`config.mk`:
```
export PLATFORM = sky130hd
export DESIGN_NAME = trace_sample_packer
export DESIGN_NICKNAME = d
export VERILOG_FILES = /design/src/rtl/trace_sample_packer.sv
export SDC_FILE = /design/constraint.sdc
export NUM_CORES = 1
export LEC_CHECK = 0
export BUFFER_PORTS_ARGS = -buffer_cell sky130_fd_sc_hd__buf_4
export CAP_MARGIN = 20
export CORE_UTILIZATION = 52
export CTS_BUF_LIST = sky130_fd_sc_hd__clkbuf_4
export DETAILED_ROUTE_END_ITERATION = 10
export HOLD_SLACK_MARGIN = 0.03
export PLACE_DENSITY = 0.79
export SYNTH_ARGS = -nofsm -noshare
export SYNTH_HDL_FRONTEND = slang
export SYNTH_SLANG_ARGS = --single-unit
```
`constraint.sdc`:
```
create_clock -name clk -period 2.3 [get_ports clk]
set_input_delay 0.115 -clock clk [delete_from_list [all_inputs] [get_ports clk]]
set_output_delay 0.115 -clock clk [all_outputs]
set_load 0.1 [all_outputs]
```
`src/rtl/trace_sample_packer.sv`:
```
module trace_sample_packer #(
  parameter logic [2:0] TRIG_CODE = 3'b110
) (
  input  logic        clk,
  input  logic        rst_n,
  input  logic        cap_en,
  input  logic [1:0]  width_sel,
  input  logic [1:0]  port_mode,
  input  logic [2:0]  smp_pstat,
  input  logic [15:0] smp_pkt,
  input  logic        smp_sync,
  input  logic        smp_trig,
  output logic [31:0] word_o,
  output logic        word_vld,
  output logic        empty_o,
  output logic        cfg_err
);
  localparam int ACC_W = 24;

  logic [ACC_W-1:0] acc, merged, slot;
  logic [1:0]  idx, base, width_q;
  logic        cap_q, accept, restart, last;
  logic [4:0]  sh;
  logic [2:0]  pst_f;
  logic [15:0] pkt_f;

  assign cfg_err = (port_mode == 2'b01) || (port_mode == 2'b11) || (width_sel == 2'b11) ||
                   (port_mode == 2'b10 && width_sel != 2'b01);
  assign accept  = cap_en && !cfg_err;
  assign restart = (width_sel != width_q) || (cap_en && !cap_q);
  assign base    = restart ? 2'd0 : idx;
  assign pst_f   = smp_trig ? TRIG_CODE : smp_pstat;
  assign pkt_f   = smp_trig ? {smp_pkt[15:3], smp_pstat} : smp_pkt;
  assign empty_o = (idx == 2'd0);

  always_comb begin
    case (width_sel)
      2'b00: begin
        slot = {16'b0, smp_sync, pkt_f[3:0], pst_f};
        sh   = {base, 3'b000};
        last = (base == 2'd2);
      end
      2'b01: begin
        slot = {12'b0, smp_sync, pkt_f[7:0], pst_f};
        sh   = 5'(base) * 5'd12;
        last = (base == 2'd1);
      end
      default: begin
        slot = {4'b0, smp_sync, pkt_f, pst_f};
        sh   = 5'd0;
        last = 1'b1;
      end
    endcase
    merged = ((base == 2'd0) ? '0 : acc) | (slot << sh);
  end

  always_ff @(posedge clk) begin
    if (!rst_n) begin
      acc <= '0; idx <= '0; width_q <= 2'b00; cap_q <= 1'b0;
      word_o <= '0; word_vld <= 1'b0;
    end else begin
      word_vld <= 1'b0;
      cap_q    <= cap_en;
      width_q  <= width_sel;
      if (!cap_en) begin
        if (idx != 2'd0) begin
          word_o   <= {8'b0, acc};
          word_vld <= 1'b1;
        end
        idx <= '0; acc <= '0;
      end else if (accept) begin
        if (last) begin
          word_o   <= {8'b0, merged};
          word_vld <= 1'b1;
          idx <= '0; acc <= '0;
        end else begin
          acc <= merged;
          idx <= base + 2'd1;
        end
      end else if (restart) begin
        idx <= '0; acc <= '0;
      end
    end
  end

  p_w16_word_r3: assert property (@(posedge clk) disable iff (!rst_n)
    (cap_en && !cfg_err && width_sel == 2'b10) |=> word_vld);
  p_trig_code_r4: assert property (@(posedge clk) disable iff (!rst_n)
    (cap_en && !cfg_err && width_sel == 2'b10 && smp_trig) |=>
      (word_o[2:0] == TRIG_CODE && word_o[5:3] == $past(smp_pstat)));
  p_reject_r6: assert property (@(posedge clk) disable iff (!rst_n)
    (cap_en && cfg_err && empty_o) |=> (!word_vld && empty_o));
  p_flush_r7: assert property (@(posedge clk) disable iff (!rst_n)
    (!cap_en && !empty_o) |=> (word_vld && empty_o));
  p_idle_r10: assert property (@(posedge clk) disable iff (!rst_n)
    (!cap_en && empty_o) |=> !word_vld);
  p_pulse_r10: assert property (@(posedge clk) disable iff (!rst_n)
    (word_vld && !cap_en) |=> !word_vld);
endmodule

```
; ---- Word-level counts from Yosys, hierarchy flattened
; Index checks and enable logic that the tools add are counted.
[classes]
add_sub_neg = 1
div = 0
n_eq_ne = 11
n_mux = 20
bitwise_logic = 1
shift = 1
n_reduce_logical = 17
n_mul = 1
n_lt_le_gt_ge = 0
[ops]
columns = op, n
row1 = $mux 32, 4
row2 = $mux 24, 4
row3 = $pmux 20 s2, 1
row4 = $or 24x24->24, 1
row5 = $shl 24x5->24, 1
row6 = $pmux 5 s2, 1
row7 = $eq 2x2->1 const B, 4
row8 = $eq 2x1->1 const B, 3
row9 = $logic_not 2->1, 3
row10 = $mux 2, 3
row11 = $mux 3, 2
row12 = $ne 2x1->1 const B, 3
row13 = $reduce_bool 2->1, 3
row14 = $logic_or 1x1->1, 4
row15 = $mux 1, 4
row16 = $logic_and 1x1->1, 3
row17 = $mul 2x2->3 const B, 1
row18 = $reduce_and 3->1, 1
row19 = $add 2x1->2 const B, 1
row20 = $logic_not 1->1, 2
row21 = $ne 2x2->1, 1
row22 = $pmux 1 s2, 1
row23 = $reduce_and 2->1, 1
[word_totals]
mem_bits_rw = 0
inputBits = 28
mem_count = 0
word_cells = 58
rom_bits = 0
latch_bits = 0
output_inout_bits = 35
ff_bits = 62

; ---- Longest topological paths before layout
[logic_depth]
depth_word = 11
ltp_mapped = 11
ltp_nobuf = 9

; ---- Worst setup path after synthesis
; OpenSTA, ideal clock, no wires.
[synth_path]
path_kind = reg-to-reg
from = reg cap_q
to = reg word_o[23]
path_buffers = 1
path_stages_with_launch = 11
required_ns = 2.173
synth_period_minus_slack_ns = 2.563
arrival_time_ns = 2.436
setup_ns = 0.127
slack_ns = -0.263
path_cell_list = dfxtp_1 -> nand2b_1 -> clkbuf_1 -> nand4_1 -> ha_1 -> nand3b_1 -> o31ai_4 -> o211ai_2 -> o2bb2ai_1 -> o311ai_0 -> a21oi_1
[synth_via]
elab_chain_len = 11
elab_cells_between_ends = 18
classes_between = mul: 1 / eq/ne: 3 / shift: 1 / mux: 7 / bitwise: 1 / reduce/logical: 5
[synth_rtl]
columns = item, line_no
row1 = from (decl), 22  ; logic cap_q, accept, restart, last;
row2 = from (signal assigned), 63  ; cap_q <= cap_en;
row3 = $logic_not 1->1 *, 30  ; assign restart = (width_sel != width_q) || (cap_en && !cap_q);
row4 = $logic_and 1x1->1 *, 30
row5 = $logic_or 1x1->1 *, 30
row6 = $mux 2 *, --
row7 = $mul 2x2->3, 45  ; sh = 5'(base) * 5'd12;
row8 = $pmux 5 s2, 37  ; case (width_sel)
row9 = $shl 24x5->24, 54  ; merged = ((base == 2'd0) ? '0 : acc) | (slot << sh);
row10 = $or 24x24->24, 54
row11 = $mux 32, 72  ; if (last) begin
row12 = $mux 32, 71  ; end else if (accept) begin
row13 = $mux 32, 65  ; if (!cap_en) begin
row14 = to (signal assigned), 67  ; word_o <= {8'b0, acc};
row15 = to (signal assigned), 73  ; word_o <= {8'b0, merged};
row16 = to (decl), 13  ; output logic [31:0] word_o,
; Mark *: on every way between the ends. The rest lies on a longest branch, timed or not. The select of a mux whose other input is x is not followed.
; A chain may end at the register's enable or synchronous reset.

; ---- Worst setup path in the final report
[layout_path]
from = reg width_q[0]
to = reg word_o[5]
[layout_via]
elab_chain_len = 10
elab_cells_between_ends = 17
classes_between = mul: 1 / eq/ne: 4 / shift: 1 / mux: 7 / bitwise: 1 / reduce/logical: 3
[layout_rtl]
columns = item, line_no
row1 = from (decl), 21  ; logic [1:0] idx, base, width_q;
row2 = from (signal assigned), 64  ; width_q <= width_sel;
row3 = $ne 2x2->1 *, 30
row4 = $logic_or 1x1->1 *, 30
row5 = $mux 2 *, --
row6 = $mul 2x2->3, 45
row7 = $pmux 5 s2, 37
row8 = $shl 24x5->24, 54
row9 = $or 24x24->24, 54
row10 = $mux 32, 72
row11 = $mux 32, 71
row12 = $mux 32, 65
; Marked as above.

==> flow_summary.json <==
{
  "status": "finished with violations",
  "violations": "negative setup slack",
  "setup_viol": 4,
  "synth_top_family_by_area": "compound AO/OA/AOI/OAI gates",
  "dieHeight_um": 79.8,
  "max_cap_viol_count": 0,
  "cp_top_family": "simple AND/OR/NAND/NOR gates",
  "startpoint": "width_q[0]",
  "clock_path_buffers": 2,
  "cp_data_required_time_ns": 2.63,
  "yosysSeqAreaShare_pct": 34.3,
  "internal-power_mw": 1.36,
  "port_buffers": 54,
  "synth-compound-area-share_pct": 33.8,
  "hold_path_class": "in -> reg",
  "die_w_um": 79.8,
  "pwr-share-comb_pct": 26.5,
  "final_nets": 490,
  "dp.cells": 519,
  "preCtsSetupSlack_ns": -0.0964,
  "worstHoldStart": "port_mode[0]",
  "synth_ff_type": "dfxtp_1",
  "slew_headroom_pct": 45.1,
  "worst_pin_slew_ns": 0.824,
  "r2r_cells": 10,
  "antenna_found_initial": 0,
  "vias": 3380,
  "clock-skew-final_ns": 0.00754,
  "timing.reg2reg.setup_slack_ns": -0.04,
  "yosys.area_share.simple_pct": 19.3,
  "setup_ws_ns": -0.0357,
  "clock_sinks": 54,
  "synth-xor-area-share_pct": 0.556,
  "fin_crit_sh_pct": 102,
  "ant_nets": 0,
  "arrival_ns": 2.66,
  "cts_tree": "done",
  "switching_share_pct": 34.9,
  "start_util_pct": 55.5,
  "clk_pin_slew_worst_paths_ns": 0.16,
  "end_kind": "register",
  "start_kind": "register",
  "peakVddDrop_v": 0.000374,
  "syn_area_mm2": 0.00315,
  "critPathMaxStageDelay_ns": 0.39,
  "synth_warnings": 0,
  "p_leak_nw": 1.71,
  "cts_inserted_buffers": 5,
  "overflow": 0,
  "clockRootBuffer": "clkbuf_4",
  "fillers": 431,
  "fmax_ghz": 0.428,
  "period_minus_slack_ns": 2.34,
  "holdPathStages": 5,
  "fp.dieArea_mm2": 0.00637,
  "wl_per_cell_um": 19.1,
  "dp_hpwl_um": 7010,
  "hold_path_end": "idx[0]",
  "critPathBufInv": 1,
  "synth.distinct_cells": 66,
  "power.density_mw_per_mm2": 497,
  "p_clk_share_pct": 27.0,
  "grt_pass1_wl_um": 15300,
  "layout-drive-gt1-share_pct": 36.1,
  "drt-total-wl_um": 10200,
  "path_class": "reg -> reg",
  "holdBufCountCts": 0,
  "cp_cell_sequence": "xnor2_4 -> nand4_1 -> ha_4 -> nand3b_1 -> o31a_4 -> or2b_4 -> buf_6 -> o2bb2ai_4 -> nor2_1 -> o22ai_1",
  "clock_latency_ns": 0.39,
  "hold_viol_final": 0,
  "grt_max_degree": 34,
  "avgSynthCellArea_um2": 8.14,
  "num_io_pins": 63,
  "final_cells": 534,
  "synth_seq_cells": 54,
  "core_region_area_mm2": 0.00568,
  "sequentialPowerShare_pct": 46.5,
  "yosysTopAreaCellShare_pct": 34.3,
  "antenna_cells": 0,
  "grtUsageTotal_pct": 31.7,
  "synth_enable_flop_cells": 0,
  "p_sw_mw": 0.726,
  "async_reset_ff_share_pct": 0,
  "muxShareOfSynthArea_pct": 3.38,
  "grt_pass1_vias": 2996,
  "std_cell_rows": 27,
  "viasPerCell": 6.33,
  "cp_max_fo": 5,
  "synth_area_leader_cell": "dfxtp_1",
  "first_iter_violations": 392,
  "rsz0062_at_grt": "yes",
  "setup_tns_ns": -0.110,
  "routabilityCongestion": 1.03,
  "cts_max_level": 2,
  "drv_slew": 0,
  "r2r_end": "word_o[5]",
  "synth_area_leaders": "dfxtp_1 (34%), o21ai_0 (4.9%), nand2_1 (4.9%), a21oi_1 (3.8%), nor2_1 (3.7%)",
  "drt_first_pass_iters": 5,
  "synthAdderAreaFrac_pct": 0.397,
  "r2r_start": "width_q[0]",
  "drcViolationCount": 0,
  "crit_slowest_cell": "dfxtp_4",
  "area_growth_pct": 33.2,
  "synth_cells": 387
}
## routing by layer
layer,wire length (um),global-route usage [%],vias to the layer above
met5,0,0,-
met4,288,12.3,0
met3,934,6.86,31
met2,4740,49.0,206
met1,4230,43.0,1573
li1,-,-,1570
## cell usage after synthesis (all sizes together), types with 3 or more instances
cell      n
a31oi     5
a32oi     8
o31a      4
o2bb2ai   5
buf      22
nor2     31
clkbuf   15
a211oi    3
or2       7
nand2b    7
o221ai    6
a22o      7
inv      13
dfxtp    54
nand2    41
o211ai    7
a22oi    14
o311ai    3
a21oi    25
mux2      5
nand4     8
and3      3
and2      4
mux2i     5
o22ai     7
nand3b    3
nor3      4
o21ai    33
nand3     5
## how the worst max path moves through the flow
| stage | end | slack, ns | cells after the start |
|---|---|---|---|
| final | word_o[5] | -0.04 | 10 |
| after global routing | word_o[18] | -0.17 | 9 |
| after CTS | word_o[23] | 0.001 | 10 |
| after detailed placement | word_o[5] | -0.1 | 10 |
| after global placement | word_o[5] | 0.02 | 10 |
| after floorplan | word_o[15] | -0.006 | 10 |
## worst min-delay path: stages
cell and delay (ns):
buf_4 0.09, a211oi_4 0.05, nor2_1 0.08, a21oi_1 0.05, nor2_1 0.07
## what timing repair did
item / CTS / global route
pin swaps: 2 / 36
endpoints found under the setup margin: 14 / 40
cloned: 0 / 0
setup buffers: 4 / 4
resized for setup: 6 / 48
## kinds of logic after synthesis
kind of cell | after synthesis
buf+inv | 51
mux | 10
simple gates | 122
fa+ha+maj | 1
compound gates | 146
xor+xnor | 2
other cells | 1
flops | 54
## final cells by class
class | count | area (um2) | share of cell area (%)
well taps | 72 | 90.1 | 2.15
clock buffers | 5 | 37.5 | 0.895
flip-flops and latches | 54 | 1090 | 25.9
inverters | 14 | 52.6 | 1.25
clock inverters | 3 | 42.5 | 1.01
repair buffers | 97 | 768 | 18.3
multi-input cells | 289 | 2120 | 50.5
## flip-flops by register name, indices dropped and copies added (netlist names)
signal	count
word_vld	1
word_o	24
cap_q	1
acc	24
idx	2
width_q	2
## power groups by stage
stage / logic [mW] / clock network [mW] / registers, mW
after floorplan: 0.269 / 0 / 1.09
after global placement: 0.504 / 0 / 0.988
after detailed placement: 0.507 / 0 / 0.988
after CTS: 0.511 / 0.565 / 0.969
after global routing: 0.577 / 0.603 / 0.972
final: 0.552 / 0.563 / 0.969
## layout by cell type, fill, tap and decap left out, types with 4 or more instances in the layout
cell type and count:
buf_6 4, nor2_1 29, buf_4 91, and2_1 4, a21oi_2 5, dfxtp_1 52
mux2i_1 5, a22oi_1 12, nand2_1 40, nand2b_1 5, o211ai_1 6, mux2_2 5
a22o_1 7, o21ai_1 6, inv_1 13, a21oi_1 19, nand4_1 8, clkbuf_4 5
o221ai_2 4, or2_2 6, o21ai_0 23, o22ai_1 4, a32oi_1 8, a31oi_1 5
conb_1 8
## through the flow
stage	instance area (um2)	hold slack [ns]	power, mW	util (%)
6_report	4190	0.0876	2.08	73.9
5_1_grt	4190	0.0928	2.15	73.9
4_1_cts	3960	0.0847	2.04	69.8
3_5_place_dp	3820	0.447	1.50	67.3
3_3_place_gp	3820	0.446	1.49	67.3
2_1_floorplan	3240	0.356	1.36	-
No activity file was read; power rests on OpenSTA's default activity.
